## config.mk

```make
export PLATFORM = sky130hd
export DESIGN_NAME = ptw_walker
export DESIGN_NICKNAME = d
export VERILOG_FILES = /design/src/rtl/ptw_pkg.sv /design/src/rtl/ptw_va_split.sv /design/src/rtl/ptw_entry_addr.sv /design/src/rtl/ptw_pte_decode.sv /design/src/rtl/ptw_walker.sv
export SDC_FILE = /design/constraint.sdc
export NUM_CORES = 1
export LEC_CHECK = 0
export BUFFER_PORTS_ARGS = -buffer_cell sky130_fd_sc_hd__buf_2
export CAP_MARGIN = 20
export CORE_UTILIZATION = 54
export CTS_CLUSTER_DIAMETER = 30
export DETAILED_ROUTE_END_ITERATION = 8
export HOLD_SLACK_MARGIN = 0.03
export PLACE_DENSITY = 0.91
export RECOVER_POWER = 50
export SKIP_LAST_GASP = 1
export SLEW_MARGIN = 20
export SYNTH_ARGS = -nofsm -noshare
export SYNTH_HDL_FRONTEND = slang
export SYNTH_SLANG_ARGS = --single-unit
```

## constraint.sdc

```tcl
create_clock -name clk -period 7.2 [get_ports clk]
set_input_delay 1.08 -clock clk [delete_from_list [all_inputs] [get_ports clk]]
set_output_delay 1.08 -clock clk [all_outputs]
set_load 0.01 [all_outputs]
```

## src/rtl/ptw_pkg.sv

```systemverilog
package ptw_pkg;

    typedef enum logic [2:0] {
        WS_IDLE    = 3'd0,
        WS_READ_L1 = 3'd1,
        WS_READ_L2 = 3'd2,
        WS_DONE    = 3'd3,
        WS_FAULT   = 3'd4
    } walk_state_e;

    // fault level encoding on rsp_fault_lvl
    localparam logic LVL_FIRST  = 1'b0;
    localparam logic LVL_SECOND = 1'b1;

endpackage

```

## src/rtl/ptw_va_split.sv

```systemverilog
module ptw_va_split #(
    parameter int VA_W  = 32,
    parameter int L1_W  = 10,
    parameter int L2_W  = 10,
    parameter int OFF_W = 12
) (
    input  logic [VA_W-1:0]  va,
    output logic [L1_W-1:0]  idx_l1,
    output logic [L2_W-1:0]  idx_l2,
    output logic [OFF_W-1:0] offset
);
    // top field indexes the first table, middle field the second
    assign idx_l1 = va[VA_W-1 -: L1_W];
    assign idx_l2 = va[OFF_W +: L2_W];
    assign offset = va[OFF_W-1:0];
endmodule

```

## src/rtl/ptw_entry_addr.sv

```systemverilog
module ptw_entry_addr #(
    parameter int PA_W        = 32,
    parameter int IDX_W       = 10,
    parameter int FRAME_W     = 20,
    parameter int ENTRY_SHIFT = 2,
    parameter bit FROM_FRAME  = 1'b0
) (
    input  logic [PA_W-1:0]    base,
    input  logic [FRAME_W-1:0] frame,
    input  logic [IDX_W-1:0]   idx,
    output logic [PA_W-1:0]    addr
);
    generate
        if (FROM_FRAME) begin : g_frame
            // table is page aligned: concatenate frame, index, byte-in-entry zeros
            logic unused_base;
            assign unused_base = ^base;
            assign addr = {frame, idx, {ENTRY_SHIFT{1'b0}}};
        end else begin : g_base
            // arbitrary base: full add of the scaled index
            logic unused_frame;
            assign unused_frame = ^frame;
            assign addr = base + (PA_W'(idx) << ENTRY_SHIFT);
        end
    endgenerate
endmodule

```

## src/rtl/ptw_pte_decode.sv

```systemverilog
module ptw_pte_decode #(
    parameter int PTE_W   = 32,
    parameter int FRAME_W = 20
) (
    input  logic [PTE_W-1:0]   pte,
    output logic               valid,
    output logic [FRAME_W-1:0] frame
);
    localparam int RSVD_HI = PTE_W - FRAME_W - 1;

    logic unused_rsvd;
    assign unused_rsvd = ^pte[RSVD_HI:1];

    assign valid = pte[0];
    assign frame = pte[PTE_W-1 -: FRAME_W];
endmodule

```

## src/rtl/ptw_walker.sv

```systemverilog
module ptw_walker
    import ptw_pkg::*;
#(
    parameter int VA_W        = 32,
    parameter int PA_W        = 32,
    parameter int L1_W        = 10,
    parameter int L2_W        = 10,
    parameter int ENTRY_SHIFT = 2,
    parameter int PTE_W       = 32
) (
    input  logic            clk,
    input  logic            rst_n,
    input  logic            req_valid,
    output logic            req_ready,
    input  logic [VA_W-1:0] req_vaddr,
    input  logic [PA_W-1:0] ptbr,
    output logic            busy,
    output logic            rsp_valid,
    output logic            rsp_fault,
    output logic            rsp_fault_lvl,
    output logic [PA_W-1:0] rsp_paddr,
    output logic            mem_req_valid,
    input  logic            mem_req_ready,
    output logic [PA_W-1:0] mem_req_addr,
    input  logic            mem_rsp_valid,
    input  logic [PTE_W-1:0] mem_rsp_data
);
    localparam int OFF_W   = VA_W - L1_W - L2_W;
    localparam int FRAME_W = PA_W - OFF_W;

    typedef struct packed {
        walk_state_e        state;
        logic               issued;
        logic [VA_W-1:0]    va;
        logic [PA_W-1:0]    base;
        logic [FRAME_W-1:0] frame;
        logic               lvl;
    } walk_regs_t;

    walk_regs_t r_q, r_d;

    logic [L1_W-1:0]    idx_l1;
    logic [L2_W-1:0]    idx_l2;
    logic [OFF_W-1:0]   offset;
    logic [PA_W-1:0]    addr_l1;
    logic [PA_W-1:0]    addr_l2;
    logic               pte_valid;
    logic [FRAME_W-1:0] pte_frame;
    logic               in_read;

    ptw_va_split #(
        .VA_W (VA_W), .L1_W (L1_W), .L2_W (L2_W), .OFF_W (OFF_W)
    ) u_split (
        .va     (r_q.va),
        .idx_l1 (idx_l1),
        .idx_l2 (idx_l2),
        .offset (offset)
    );

    ptw_entry_addr #(
        .PA_W (PA_W), .IDX_W (L1_W), .FRAME_W (FRAME_W),
        .ENTRY_SHIFT (ENTRY_SHIFT), .FROM_FRAME (1'b0)
    ) u_addr_l1 (
        .base  (r_q.base),
        .frame (r_q.frame),
        .idx   (idx_l1),
        .addr  (addr_l1)
    );

    ptw_entry_addr #(
        .PA_W (PA_W), .IDX_W (L2_W), .FRAME_W (FRAME_W),
        .ENTRY_SHIFT (ENTRY_SHIFT), .FROM_FRAME (1'b1)
    ) u_addr_l2 (
        .base  (r_q.base),
        .frame (r_q.frame),
        .idx   (idx_l2),
        .addr  (addr_l2)
    );

    ptw_pte_decode #(
        .PTE_W (PTE_W), .FRAME_W (FRAME_W)
    ) u_decode (
        .pte   (mem_rsp_data),
        .valid (pte_valid),
        .frame (pte_frame)
    );

    assign in_read = (r_q.state == WS_READ_L1) || (r_q.state == WS_READ_L2);

    always_comb begin
        r_d = r_q;
        unique case (r_q.state)
            WS_IDLE: begin
                if (req_valid) begin
                    r_d.state  = WS_READ_L1;
                    r_d.issued = 1'b0;
                    r_d.va     = req_vaddr;
                    r_d.base   = ptbr;
                end
            end
            WS_READ_L1, WS_READ_L2: begin
                if (!r_q.issued) begin
                    if (mem_req_ready) begin
                        r_d.issued = 1'b1;
                    end
                end else if (mem_rsp_valid) begin
                    r_d.issued = 1'b0;
                    if (!pte_valid) begin
                        r_d.state = WS_FAULT;
                        r_d.lvl   = (r_q.state == WS_READ_L2) ? LVL_SECOND : LVL_FIRST;
                    end else begin
                        r_d.frame = pte_frame;
                        r_d.state = (r_q.state == WS_READ_L1) ? WS_READ_L2 : WS_DONE;
                    end
                end
            end
            WS_DONE, WS_FAULT: begin
                r_d.state = WS_IDLE;
            end
            default: begin
                r_d.state = WS_IDLE;
            end
        endcase
    end

    always_ff @(posedge clk) begin
        if (!rst_n) begin
            r_q.state  <= WS_IDLE;
            r_q.issued <= 1'b0;
            r_q.va     <= '0;
            r_q.base   <= '0;
            r_q.frame  <= '0;
            r_q.lvl    <= 1'b0;
        end else begin
            r_q <= r_d;
        end
    end

    assign req_ready     = (r_q.state == WS_IDLE);
    assign busy          = (r_q.state != WS_IDLE);
    assign mem_req_valid = in_read && !r_q.issued;
    assign mem_req_addr  = (r_q.state == WS_READ_L2) ? addr_l2 : addr_l1;
    assign rsp_valid     = (r_q.state == WS_DONE) || (r_q.state == WS_FAULT);
    assign rsp_fault     = (r_q.state == WS_FAULT);
    assign rsp_fault_lvl = (r_q.state == WS_FAULT) ? r_q.lvl : 1'b0;
    assign rsp_paddr     = (r_q.state == WS_DONE) ? {r_q.frame, offset} : '0;

endmodule

```

# Yosys cells after proc, flatten, opt, wreduce, memory -nomap -nowiden

Cells that the tools add are included.
Widths: inputs -> output; s select.

Flip-flop bits (word level): 89
Input bits: 101
Output and inout port bits: 70
Logic and storage cells: 41

$add $sub $neg: 1
Equality and inequality tests: 7
Mux-type cells: 13
Bitwise logic cells: 1
Reductions and logical operators: 13

Operator list:

| kind               | count |
|---|---|
| $mux 68            | 1 |
| $mux 32            | 2 |
| $add 32x12->32     | 1 |
| $reduce_and 4->1   | 2 |
| $eq 3x2->1 const B | 2 |
| $mux 3             | 2 |
| $ne 2x2->1 const B | 3 |
| $pmux 3 s2         | 1 |
| $mux 1             | 5 |
| $mux 4             | 1 |
| $reduce_and 2->1   | 2 |
| $eq 3x1->1 const B | 1 |
| $eq 3x3->1 const B | 1 |
| $logic_not 3->1    | 1 |
| $reduce_and 3->1   | 1 |
| $reduce_bool 3->1  | 1 |
| $logic_or 1x1->1   | 2 |
| $pmux 1 s2         | 1 |
| $reduce_bool 2->1  | 1 |
| $reduce_or 2->1    | 1 |
| $logic_and 1x1->1  | 1 |
| $logic_not 1->1    | 1 |
| $not 1->1          | 1 |

# Depth between registers and ports, before layout

Depth in word-level cells: 6
Mapped depth: 8
Depth with buffers taken out: 8

# Modules after synthesis

Synthesis repeated with hierarchy kept, for this count alone.

Cells, all modules: 686
Area total of the unflattened synthesis: 5577.8 um^2

By module, submodules not included:

| module                     | times used | cells an instance | area each (um^2) | seq. area each (um^2) |
|---|---|---|---|---|
| ptw_walker                 | 1          | 479               | 4056.4           | 1781.7 |
| ptw_entry_addr (u_addr_l1) | 1          | 121               | 879.6            | 0.0 |
| ptw_entry_addr (u_addr_l2) | 1          | 33                | 244.0            | 0.0 |
| ptw_va_split               | 1          | 32                | 240.2            | 0.0 |
| ptw_pte_decode             | 1          | 21                | 157.7            | 0.0 |

# Worst setup path after synthesis

No wires, ideal clock.

Path type: reg-to-output
Start point: reg, netlist name r_q[23]
End point: out mem_req_addr[22]
Arrival time: 2.271 ns
Required time: 6.120 ns
Path slack: 3.849 ns
Stages on the path, launching flop included: 9
Buffers on the path: 0
Cells stage by stage: dfxtp_1 -> ha_1 -> fa_1 -> a211oi_2 -> o21bai_2 -> o2111ai_4 -> a21oi_2 -> a41o_1 -> a31oi_1

Longest elaborated chain between the ends: 2

Ends and longest elaborated chain:

| what             | RTL line             | text |
|---|---|---|
| $add 32x12->32   | ptw_entry_addr.sv:23 | `assign addr = base + (PA_W'(idx) << ENTRY_SHIFT);` |
| $mux 32          | ptw_walker.sv:142    | `assign mem_req_addr = (r_q.state == WS_READ_L2) ? addr_l2 : addr_l1;` |
| end: declaration | ptw_walker.sv:24     | `output logic [PA_W-1:0] mem_req_addr,` |

No other way between the ends.

# Final worst setup path

Start point: reg, netlist name r_q[23]
End point: out mem_req_addr[22]

Longest elaborated chain between the ends: 2

Ends and longest elaborated chain:

| what           | RTL line |
|---|---|
| $add 32x12->32 | ptw_entry_addr.sv:23 |
| $mux 32        | ptw_walker.sv:142 |

No other way between the ends.

==> out/results.tsv <==
stage	metric	value	unit
status	outcome	finished, violations left	
status	failed_checks	capacitance limit, slew limit	
sta	whs	0.458	ns
power_and_ir_drop	switching_share	28.7	%
cells_and_area	stdcell_area	5680	µm²
clock_network	cts_buffers	9	
sta	fmax	242	MHz
clock_network	htreeDepth	3	
clock_network	cts_tree	yes	
sta	hold_viol	0	
floorplan	ioPinCount	171	
setup_path	start_kind	flop	
sta	finalMaxSlewViolations	89	
cells_and_area	diodes	0	
power_and_ir_drop	vdd_ir_drop_max	130	µV
clock_network	clock_latency	0.36	ns
run	max_cap_violations	1	
cells_and_area	nNetsFinal	897	
worst_hold_path	hold_start	r_q[64]$_SDFFE_PN0P_	
logic_synthesis	syn_nets	765	
logic_synthesis	synth-seq-cells	89	
cells_and_area	largest_reg_flops	89	
cells_and_area	multi_input_area	2720	µm²
clock_network	cts.sinks	89	
worst_hold_path	hold_depth	2	
sta	rsz0062_at_grt	no	
route	drc_errors	0	
worst_hold_path	hp-class	flop to flop	
place	gp_congestion	0.879	
logic_synthesis	synth_area	4680	µm²
cells_and_area	synthToLayoutAreaGrowth	21.3	%
cells_and_area	fin_cells	895	
cells_and_area	drive_above_1_share	24.3	%
sta	period_share	57.4	%
logic_synthesis	synth.avg_cell_area	7.17	µm²
setup_path	worstPathArrival	3.06	ns
clock_network	cts.repair.resized	0	
floorplan	die_h	95.1	µm
power_and_ir_drop	clkPwrFrac	34.0	%
floorplan	rows	33	
cells_and_area	final_common_cell	nand2_1	
sta	fin_skew	0.0121	ns
global_route	grt_pass1_wl	20100	µm
logic_synthesis	synth_cells	653	
clock_network	path_clk_slew	0.10	ns
sta	relSlewSlack	-146	%
global_route	grt_usage	28.1	%
floorplan	core_area	8300	µm²
clock_network	hold_buffers	0	
power_and_ir_drop	pwr-share-seq	51.1	%
power_and_ir_drop	p_per_area	185	nW/µm²
cells_and_area	top_register	r_q	
setup_path	critPathMaxFanout	8	
place	dpl.cell_count	879	
route	routed_wl	12500	µm
sta	setup_slack	3.06	ns
sta	setup_viol	0	
setup_path	crit_path_start	r_q[23]$_SDFFE_PN0P_	
logic_synthesis	synth_ff_type	dfxtp_1	
place	dpl.hpwl	8980	µm
setup_path	worstSetupPathType	flop to primary output	
cells_and_area	reg.largest.list	r_q (89)	
place	dpl-instance-area	5480	µm²
power_and_ir_drop	p_sw	0.301	mW
logic_synthesis	synth.yosys.seq_area_share	38.1	%
route	vias	4814	
place	numPortBuffers	159	
route	wl_per_cell	14.0	µm
logic_synthesis	ys_async_sr_fraction	0	%
logic_synthesis	synth-edff-count	0	
route	drtAntennaViolNets	0	
sta	min_period	4.14	ns
global_route	grt_pass1_vias	4417	
cells_and_area	fillers	706	
clock_network	root_buffer	clkbuf_8	
clock_network	post_cts_buffers	0	
setup_path	timing.rr.start	r_q[88]$_SDFFE_PN0P_	
setup_path	worstRegToRegCells	4	
route	viasPerCell	5.38	
place	place_ws	3.48	ns
route	drtIter0Drc	252	
global_route	grt_overflow	0	
clock_network	ctsLongestPathBuffers	2	
global_route	antenna_found_initial	0	
sta	worst_slew_pin_slew	3.70	ns
floorplan	die_w	95.1	µm
global_route	grt_max_degree	89	
floorplan	dieArea	9040	µm²
route	first_pass_iters	4	
logic_synthesis	ys_types	47	
sta	finalSetupTns	0	ns
power_and_ir_drop	p_int	0.748	mW
logic_synthesis	ys_warn_count	0	
setup_path	cp.required	6.12	ns
power_and_ir_drop	power.combinational.fraction	15.0	%
setup_path	cp-end-kind	primary output	
power_and_ir_drop	leakagePower	2.53	nW
cells_and_area	layout_common_cells	208 x nand2_1, 158 x buf_2, 113 x a21oi_1	
floorplan	initial_utilization	56.4	%
cells_and_area	regArea	1780	µm²
-- power by group through the flow --
| stage | Sequential [mW] | Combinational [mW] | Clock, mW |
|---|---|---|---|
| after floorplan | 0.539 | 0.101 | 0 |
| after global placement | 0.545 | 0.152 | 0 |
| after detailed placement | 0.547 | 0.157 | 0 |
| after CTS | 0.535 | 0.158 | 0.363 |
| after global routing | 0.540 | 0.177 | 0.384 |
| final | 0.536 | 0.157 | 0.357 |
-- per-layer routing --
| layer | vias up | wire, µm | track usage, % |
|---|---|---|---|
| met5 | - | 0 | 0 |
| met4 | 0 | 222 | 10.4 |
| met3 | 17 | 772 | 4.55 |
| met2 | 180 | 6010 | 48.0 |
| met1 | 2168 | 5510 | 35.5 |
| li1 | 2449 | - | - |
-- final cells by class --
cell class | count | share of cell area, %
multi-input cells | 516 | 47.8
flip-flops and latches | 89 | 31.4
repair buffers | 163 | 14.5
well taps | 105 | 2.31
clock buffers | 10 | 2.25
clock inverters | 6 | 1.34
inverters | 6 | 0.397
-- stage by stage --
step | power, mW | utilization (%)
floorplan | 0.640 | -
global placement | 0.697 | 65.9
detailed placement | 0.704 | 66.0
CTS | 1.06 | 68.4
global route | 1.10 | 68.4
finish | 1.05 | 68.4
-- synth_stat cells, types with 2 or more instances --
master	number	area, µm²
nand2_1	209	785
a21oi_1	113	566
dfxtp_1	89	1780
and2_1	35	219
clkbuf_1	30	113
nor2_1	29	109
o21ai_0	20	100
xnor2_1	12	105
buf_2	11	55.1
ha_1	10	125
xor2_1	10	87.6
nand3_1	9	45.0
and3_1	6	37.5
nor3_1	6	30.0
inv_1	5	18.8
nand4_1	5	31.3
a211oi_1	4	30.0
nand3b_1	4	30.0
o211ai_1	4	30.0
or2_2	4	25.0
a211o_1	3	26.3
a21o_1	3	22.5
o21ai_1	3	15.0
a211oi_2	2	25.0
mux2i_1	2	20.0
nand2b_1	2	12.5
nor2b_1	2	12.5
o2111ai_1	2	17.5
-- worst paths after layout --
kind	end	slack, ns
setup / recovery	mem_req_addr[22]	3.06
hold / removal	r_q[64]$_SDFFE_PN0P_	0.46
setup reg to reg	r_q[35]$_SDFFE_PN0P_	5.11
hold reg to reg	r_q[64]$_SDFFE_PN0P_	0.46
-- cell families (layout without fill, tap and decap cells) --
kind of cell             Yosys count  count (layout)  synth area share (%)
AND/OR/NAND/NOR                  318             318                  29.9
AO/OA/AOI/OAI                    163             163                  20.2
flip-flops                        89              89                  38.1
buffers and inverters             48             185                  4.17
XOR/XNOR                          22              22                  4.12
adder cells (fa/ha/maj)           11              11                  3.10
multiplexers                       2               2                 0.428
-- critical path, cell delays in order, from the launching register on --
cell	delay, ns
dfxtp_1	0.33
ha_1	0.23
fa_1	0.46
a211oi_2	0.30
o21bai_2	0.15
o2111ai_4	0.38
a21oi_2	0.15
a41o_1	0.28
a31oi_1	0.24
buf_2	0.18
Power figures use the tool's default switching activity.
